**config.mk**
```make
export PLATFORM = sky130hd
export DESIGN_NAME = bcd_updown_digit
export DESIGN_NICKNAME = d
export VERILOG_FILES = /design/src/rtl/bcd_digit_pkg.sv /design/src/rtl/bcd_action_sel.sv /design/src/rtl/bcd_next_calc.sv /design/src/rtl/bcd_cascade_gen.sv /design/src/rtl/bcd_updown_digit.sv
export SDC_FILE = /design/constraint.sdc
export NUM_CORES = 1
export LEC_CHECK = 0
export BUFFER_PORTS_ARGS = -buffer_cell sky130_fd_sc_hd__buf_4
export CAP_MARGIN = 10
export CORE_AREA = 8 8 45 47
export CTS_CLUSTER_DIAMETER = 200
export CTS_CLUSTER_SIZE = 12
export DETAILED_ROUTE_END_ITERATION = 8
export DIE_AREA = 0 0 53 55
export PLACE_DENSITY = 0.65
export SETUP_SLACK_MARGIN = 0.5
export SLEW_MARGIN = 15
export SYNTH_ARGS = -nofsm -noshare
export SYNTH_HDL_FRONTEND = slang
export SYNTH_SLANG_ARGS = --single-unit
```
**constraint.sdc**
```tcl
create_clock -name clk -period 1.75 [get_ports clk]
set_input_delay 0.35 -clock clk [delete_from_list [all_inputs] [get_ports clk]]
set_output_delay 0.35 -clock clk [all_outputs]
set_load 0.01 [all_outputs]
```
**src/rtl/bcd_digit_pkg.sv**
```systemverilog
package bcd_digit_pkg;

   typedef enum logic [2:0] {
      ACT_HOLD  = 3'd0,
      ACT_CLEAR = 3'd1,
      ACT_LOAD  = 3'd2,
      ACT_UP    = 3'd3,
      ACT_DOWN  = 3'd4
   } digit_act_e;

endpackage

```
**src/rtl/bcd_action_sel.sv**
```systemverilog
// Resolves the control inputs into one action: clear, then load, then count.
module bcd_action_sel
   import bcd_digit_pkg::*;
(
   input  logic       clr,
   input  logic       load,
   input  logic       up_stb,
   input  logic       dn_stb,
   output digit_act_e act
);

   always_comb begin
      if (clr)
         act = ACT_CLEAR;
      else if (load)
         act = ACT_LOAD;
      else if (up_stb && !dn_stb)
         act = ACT_UP;
      else if (dn_stb && !up_stb)
         act = ACT_DOWN;
      else
         act = ACT_HOLD;   // idle, or opposing strobes cancel
   end

endmodule

```
**src/rtl/bcd_next_calc.sv**
```systemverilog
// Next-state value and terminal-step detection for one digit.
module bcd_next_calc
   import bcd_digit_pkg::*;
#(
   parameter int DIGIT_W = 4,
   parameter int MODULUS = 10
) (
   input  digit_act_e         act,
   input  logic [DIGIT_W-1:0] cur,
   input  logic [DIGIT_W-1:0] preset,
   output logic [DIGIT_W-1:0] nxt,
   output logic               carry_evt,
   output logic               borrow_evt
);

   localparam logic [DIGIT_W-1:0] TOP_VAL  = DIGIT_W'(MODULUS - 1);
   localparam logic [DIGIT_W-1:0] ZERO_VAL = '0;

   logic at_top, above_top, at_zero;

   assign at_top    = (cur == TOP_VAL);
   assign above_top = (cur >  TOP_VAL);
   assign at_zero   = (cur == ZERO_VAL);

   always_comb begin
      nxt        = cur;
      carry_evt  = 1'b0;
      borrow_evt = 1'b0;
      unique case (act)
         ACT_CLEAR: nxt = ZERO_VAL;
         ACT_LOAD:  nxt = preset;
         ACT_UP: begin
            if (at_top || above_top)
               nxt = ZERO_VAL;
            else
               nxt = cur + DIGIT_W'(1);
            carry_evt = at_top;
         end
         ACT_DOWN: begin
            if (at_zero || above_top)
               nxt = TOP_VAL;
            else
               nxt = cur - DIGIT_W'(1);
            borrow_evt = at_zero;
         end
         default: nxt = cur;
      endcase
   end

endmodule

```
**src/rtl/bcd_cascade_gen.sv**
```systemverilog
// Drives the active-low cascade pulses, registered or combinational.
module bcd_cascade_gen #(
   parameter bit REG_CASCADE = 1'b1
) (
   input  logic clk,
   input  logic rst_n,
   input  logic carry_evt,
   input  logic borrow_evt,
   output logic carry_n,
   output logic borrow_n
);

   generate
      if (REG_CASCADE) begin : g_reg
         logic carry_q, borrow_q;
         always_ff @(posedge clk or negedge rst_n) begin
            if (!rst_n) begin
               carry_q  <= 1'b1;
               borrow_q <= 1'b1;
            end else begin
               carry_q  <= ~carry_evt;
               borrow_q <= ~borrow_evt;
            end
         end
         assign carry_n  = carry_q;
         assign borrow_n = borrow_q;
      end else begin : g_comb
         assign carry_n  = ~carry_evt;
         assign borrow_n = ~borrow_evt;
      end
   endgenerate

endmodule

```
**src/rtl/bcd_updown_digit.sv**
```systemverilog
// Presettable BCD digit with separate up and down strobes and cascade pulses.
module bcd_updown_digit
   import bcd_digit_pkg::*;
#(
   parameter int DIGIT_W     = 4,
   parameter int MODULUS     = 10,
   parameter bit REG_CASCADE = 1'b1
) (
   input  logic               clk,
   input  logic               rst_n,
   input  logic               clr,
   input  logic               load,
   input  logic [DIGIT_W-1:0] preset,
   input  logic               up_stb,
   input  logic               dn_stb,
   output logic [DIGIT_W-1:0] count,
   output logic               carry_n,
   output logic               borrow_n
);

   generate
      if (MODULUS < 2) begin : g_bad_mod
         $error("bcd_updown_digit: MODULUS must be at least 2");
      end
      if (MODULUS > (1 << DIGIT_W)) begin : g_bad_width
         $error("bcd_updown_digit: MODULUS does not fit in DIGIT_W bits");
      end
   endgenerate

   digit_act_e         act;
   logic [DIGIT_W-1:0] count_q, count_d;
   logic               carry_evt, borrow_evt;

   bcd_action_sel u_sel (
      .clr    (clr),
      .load   (load),
      .up_stb (up_stb),
      .dn_stb (dn_stb),
      .act    (act)
   );

   bcd_next_calc #(
      .DIGIT_W (DIGIT_W),
      .MODULUS (MODULUS)
   ) u_calc (
      .act        (act),
      .cur        (count_q),
      .preset     (preset),
      .nxt        (count_d),
      .carry_evt  (carry_evt),
      .borrow_evt (borrow_evt)
   );

   always_ff @(posedge clk or negedge rst_n) begin
      if (!rst_n)
         count_q <= '0;
      else
         count_q <= count_d;
   end

   bcd_cascade_gen #(
      .REG_CASCADE (REG_CASCADE)
   ) u_casc (
      .clk        (clk),
      .rst_n      (rst_n),
      .carry_evt  (carry_evt),
      .borrow_evt (borrow_evt),
      .carry_n    (carry_n),
      .borrow_n   (borrow_n)
   );

   assign count = count_q;

endmodule

```
==> metrics.md <==
| Metric | Value |
|---|---|
| Status | `completed` |
| GRT met2 Usage | `around 15%` |
| Largest net degree at the start of global routing | `9` |
| Skew-Pair Late Insertion Delay | `approximately 0.26 ns` |
| R2R cell count | `6` |
| Final Max Slew Viols | `0` |
| CP Data Arrival Time | `roughly 1.7 ns` |
| Initial core utilization | `between 30% and 40%` |
| Die height | `around 55 um` |
| Syn Nets | `approximately 60` |
| Cell count after synthesis | `46` |
| CTS Sinks | `6` |
| P per Cell Area | `approximately 930 nW/um2` |
| CTS buffer count | `3` |
| Die X | `~53 um` |
| Max-slew headroom | `between 70 and 80%` |
| Grt peak-use layer | `met2` |
| Clock root buffer | `clkbuf_4` |
| # DRC | `0` |
| Period utilization | `between 80% and 90%` |
| GR Layer Usage met1 | `between 10% and 20%` |
| Distinct cells, synth | `29` |
| Most common cell after layout, fill and taps aside | `buf_4` |
| Reg-to-reg startpoint | `count[0]` |
| Worst R2R End | `count[2]` |
| DRT Wirelength | `~1400 um` |
| Largest cells by area after synthesis | `dfrtp_1 22%, dfstp_2 11%, ha_1 8.1%` |
| Via count of the first global-routing pass | `roughly 480` |
| Antenna violations before repair | `0` |
| Gp weighted congestion | `0.873` |
| Worst hold slack | `between 0.3 and 0.4 ns` |
| Max Fclk | `647 MHz` |
| Crit path capture type | `register` |
| Global-route wire length before repair | `2060 um` |
| Async SR Flop Fraction | `100%` |
| Ys Warns | `0` |
| Max-Cap Viols | `0` |
| Critical-path top delay cell | `dfrtp_2` |
| CORE AREA | `~1400 um2` |
| R2R setup slack | `about 0.2 ns` |
| Top delay family on crit path | `flip-flops` |
| Crit Path Max Fanout | `5` |
| Final hold vios | `0` |
| Routed Antenna Nets | `0` |
| Crit Path Category | `register to register` |
| Clock Pin Slew Worst Setup and Hold Paths | `roughly 0.06 ns` |
| Total global-route track usage | `about a tenth` |
| WHS Endpoint | `count[0]` |
| Proportion of layout cells with a drive suffix above 1 | `approximately three fifths` |
| P_leak | `roughly 0.33 nW` |
| HP Class | `primary input to register` |
| Global-route met3 utilization | `roughly 3.2%` |
| Nets | `between 90 and 100` |
| Syn Std Cell Area | `463 um2` |
| CTS tree | `done` |
| H-tree depth | `1` |
| Grt ovf | `0` |
| Hold Path Stages | `3` |
| DR WL/cell | `14.7 um` |
| DIE AREA | `2920 um2` |
| Seq/Total Area, Yosys | `33.0%` |
| Critical-path cell list | `inv_2 -> ha_4 -> or3b_4 -> a21oi_4 -> a221oi_2 -> o21ai_2` |
| Number of port buffers | `15` |
| Synth top area share | `between 20 and 25%` |
| Routed vias/inst | `5.51` |
| Mapped Avg Cell Area | `10.1 um2` |
| Most frequent cells in the layout | `22 x buf_4, 5 x buf_6` |
| Worst Path Required | `1.92 ns` |
| Yosys reg bits | `6` |
| Main synth FF type | `dfrtp_1` |
| Crit-path max cell delay | `approximately 0.43 ns` |
| Startpoint Class | `register` |
| Worst VDD drop | `0.408 mV` |
| Detailed Route Iter0 Violations | `27` |
| DR pass1 iterations | `4` |
| CP Buf/Inv Count | `1` |
| Site Rows | `14` |
| Dpl hpwl | `984 um` |
| Final setup violation count | `0` |
| Synthesis-to-layout area growth | `64.1%` |
| Final min period | `1.55 ns` |
| CTS Buffer Depth | `2` |
| RSZ-0062 raised after global routing | `true` |
| Final TNS setup | `0 ns` |
| Hold Crit Start | `preset[0]` |
| Clock skew | `0.0168 ns` |
| Synth area leader | `dfrtp_1` |
| Ports | `16` |
| Vias | `just over 500` |
| Post-synth EDFFs | `0` |
| Worst Tran Pin Value | `about 0.37 ns` |
| Diodes inserted | `0` |
-- timing repair --
item,CTS,global route
resized for setup,0,7
setup endpoints to repair,5,9
hold endpoints to repair,4,0
hold buffers,1,0
pin swaps,3,4
buffers inserted,3,6
-- registers in the layout, indices dropped and copies added (netlist names) --
| register | flops |
|---|---|
| count | 4 |
| u_casc.carry_n | 1 |
| u_casc.borrow_n | 1 |
-- synthesized netlist by cell type, types with 2 or more instances --
cell type  count
dfrtp_1        4
ha_1           3
a222oi_1       2
nor2b_1        2
nand2_1        3
dfstp_2        2
xor2_1         2
nor3_1         3
o21ai_1        2
inv_1          4
-- cell families after synthesis --
| group | after synthesis | synth area share [%] |
|---|---|---|
| simple gates | 16 | 23.5 |
| compound gates | 12 | 23.0 |
| xor+xnor | 3 | 5.68 |
| mux | 1 | 2.43 |
| buf+inv | 5 | 4.32 |
| fa+ha+maj | 3 | 8.11 |
| flops | 6 | 33.0 |
-- worst max-delay path by stage --
stage              from  endpoint  slack (ns)  cells past startpoint
6_report       count[0]  count[2]        0.20                      6
5_1_grt        count[1]  count[2]        0.15                      6
4_1_cts        count[0]  count[2]        0.19                      5
3_5_place_dp   count[1]  count[2]        0.19                      6
3_3_place_gp   count[1]  count[1]        0.17                      6
2_1_floorplan  count[0]  count[2]        0.25                      6
-- layer usage --
layer	wire length (um)	vias to the layer above
met5	0	-
li1	-	232
met3	116	8
met4	45	0
met1	582	236
met2	623	36
-- tightest hold or removal path, stage by stage --
cell     delay (ns)
buf_4          0.08
nand2_1        0.04
o21ai_1        0.06
-- report_power, final --
part | switching [W] | internal [W] | leakage (nW)
Clock | 0.0000615 | 0.0000871 | 0.0150
Sequential | 0.0000220 | 0.000159 | 0.0689
Combinational | 0.000163 | 0.000213 | 0.247
-- area by class of cell --
type                    count  area (um2)
clock buffers               4        26.3
fillers                   127         624
inverters                   4        15.0
multi-input cells          35         310
flip-flops and latches      6         156
well taps                  16        20.0
repair buffers             28         231
-- through the flow --
step	utilization [%]	worst slack, ns	cell area [um2]	power, W	cells
floorplan	-	0.252	485	0.000365	46
global placement	45.9	0.170	636	0.000447	79
detailed placement	45.9	0.191	636	0.000456	79
CTS	50.2	0.188	694	0.000638	87
global route	54.9	0.151	759	0.000747	93
finish	54.9	0.205	759	0.000705	93
No activity file was read; power rests on OpenSTA's default activity.
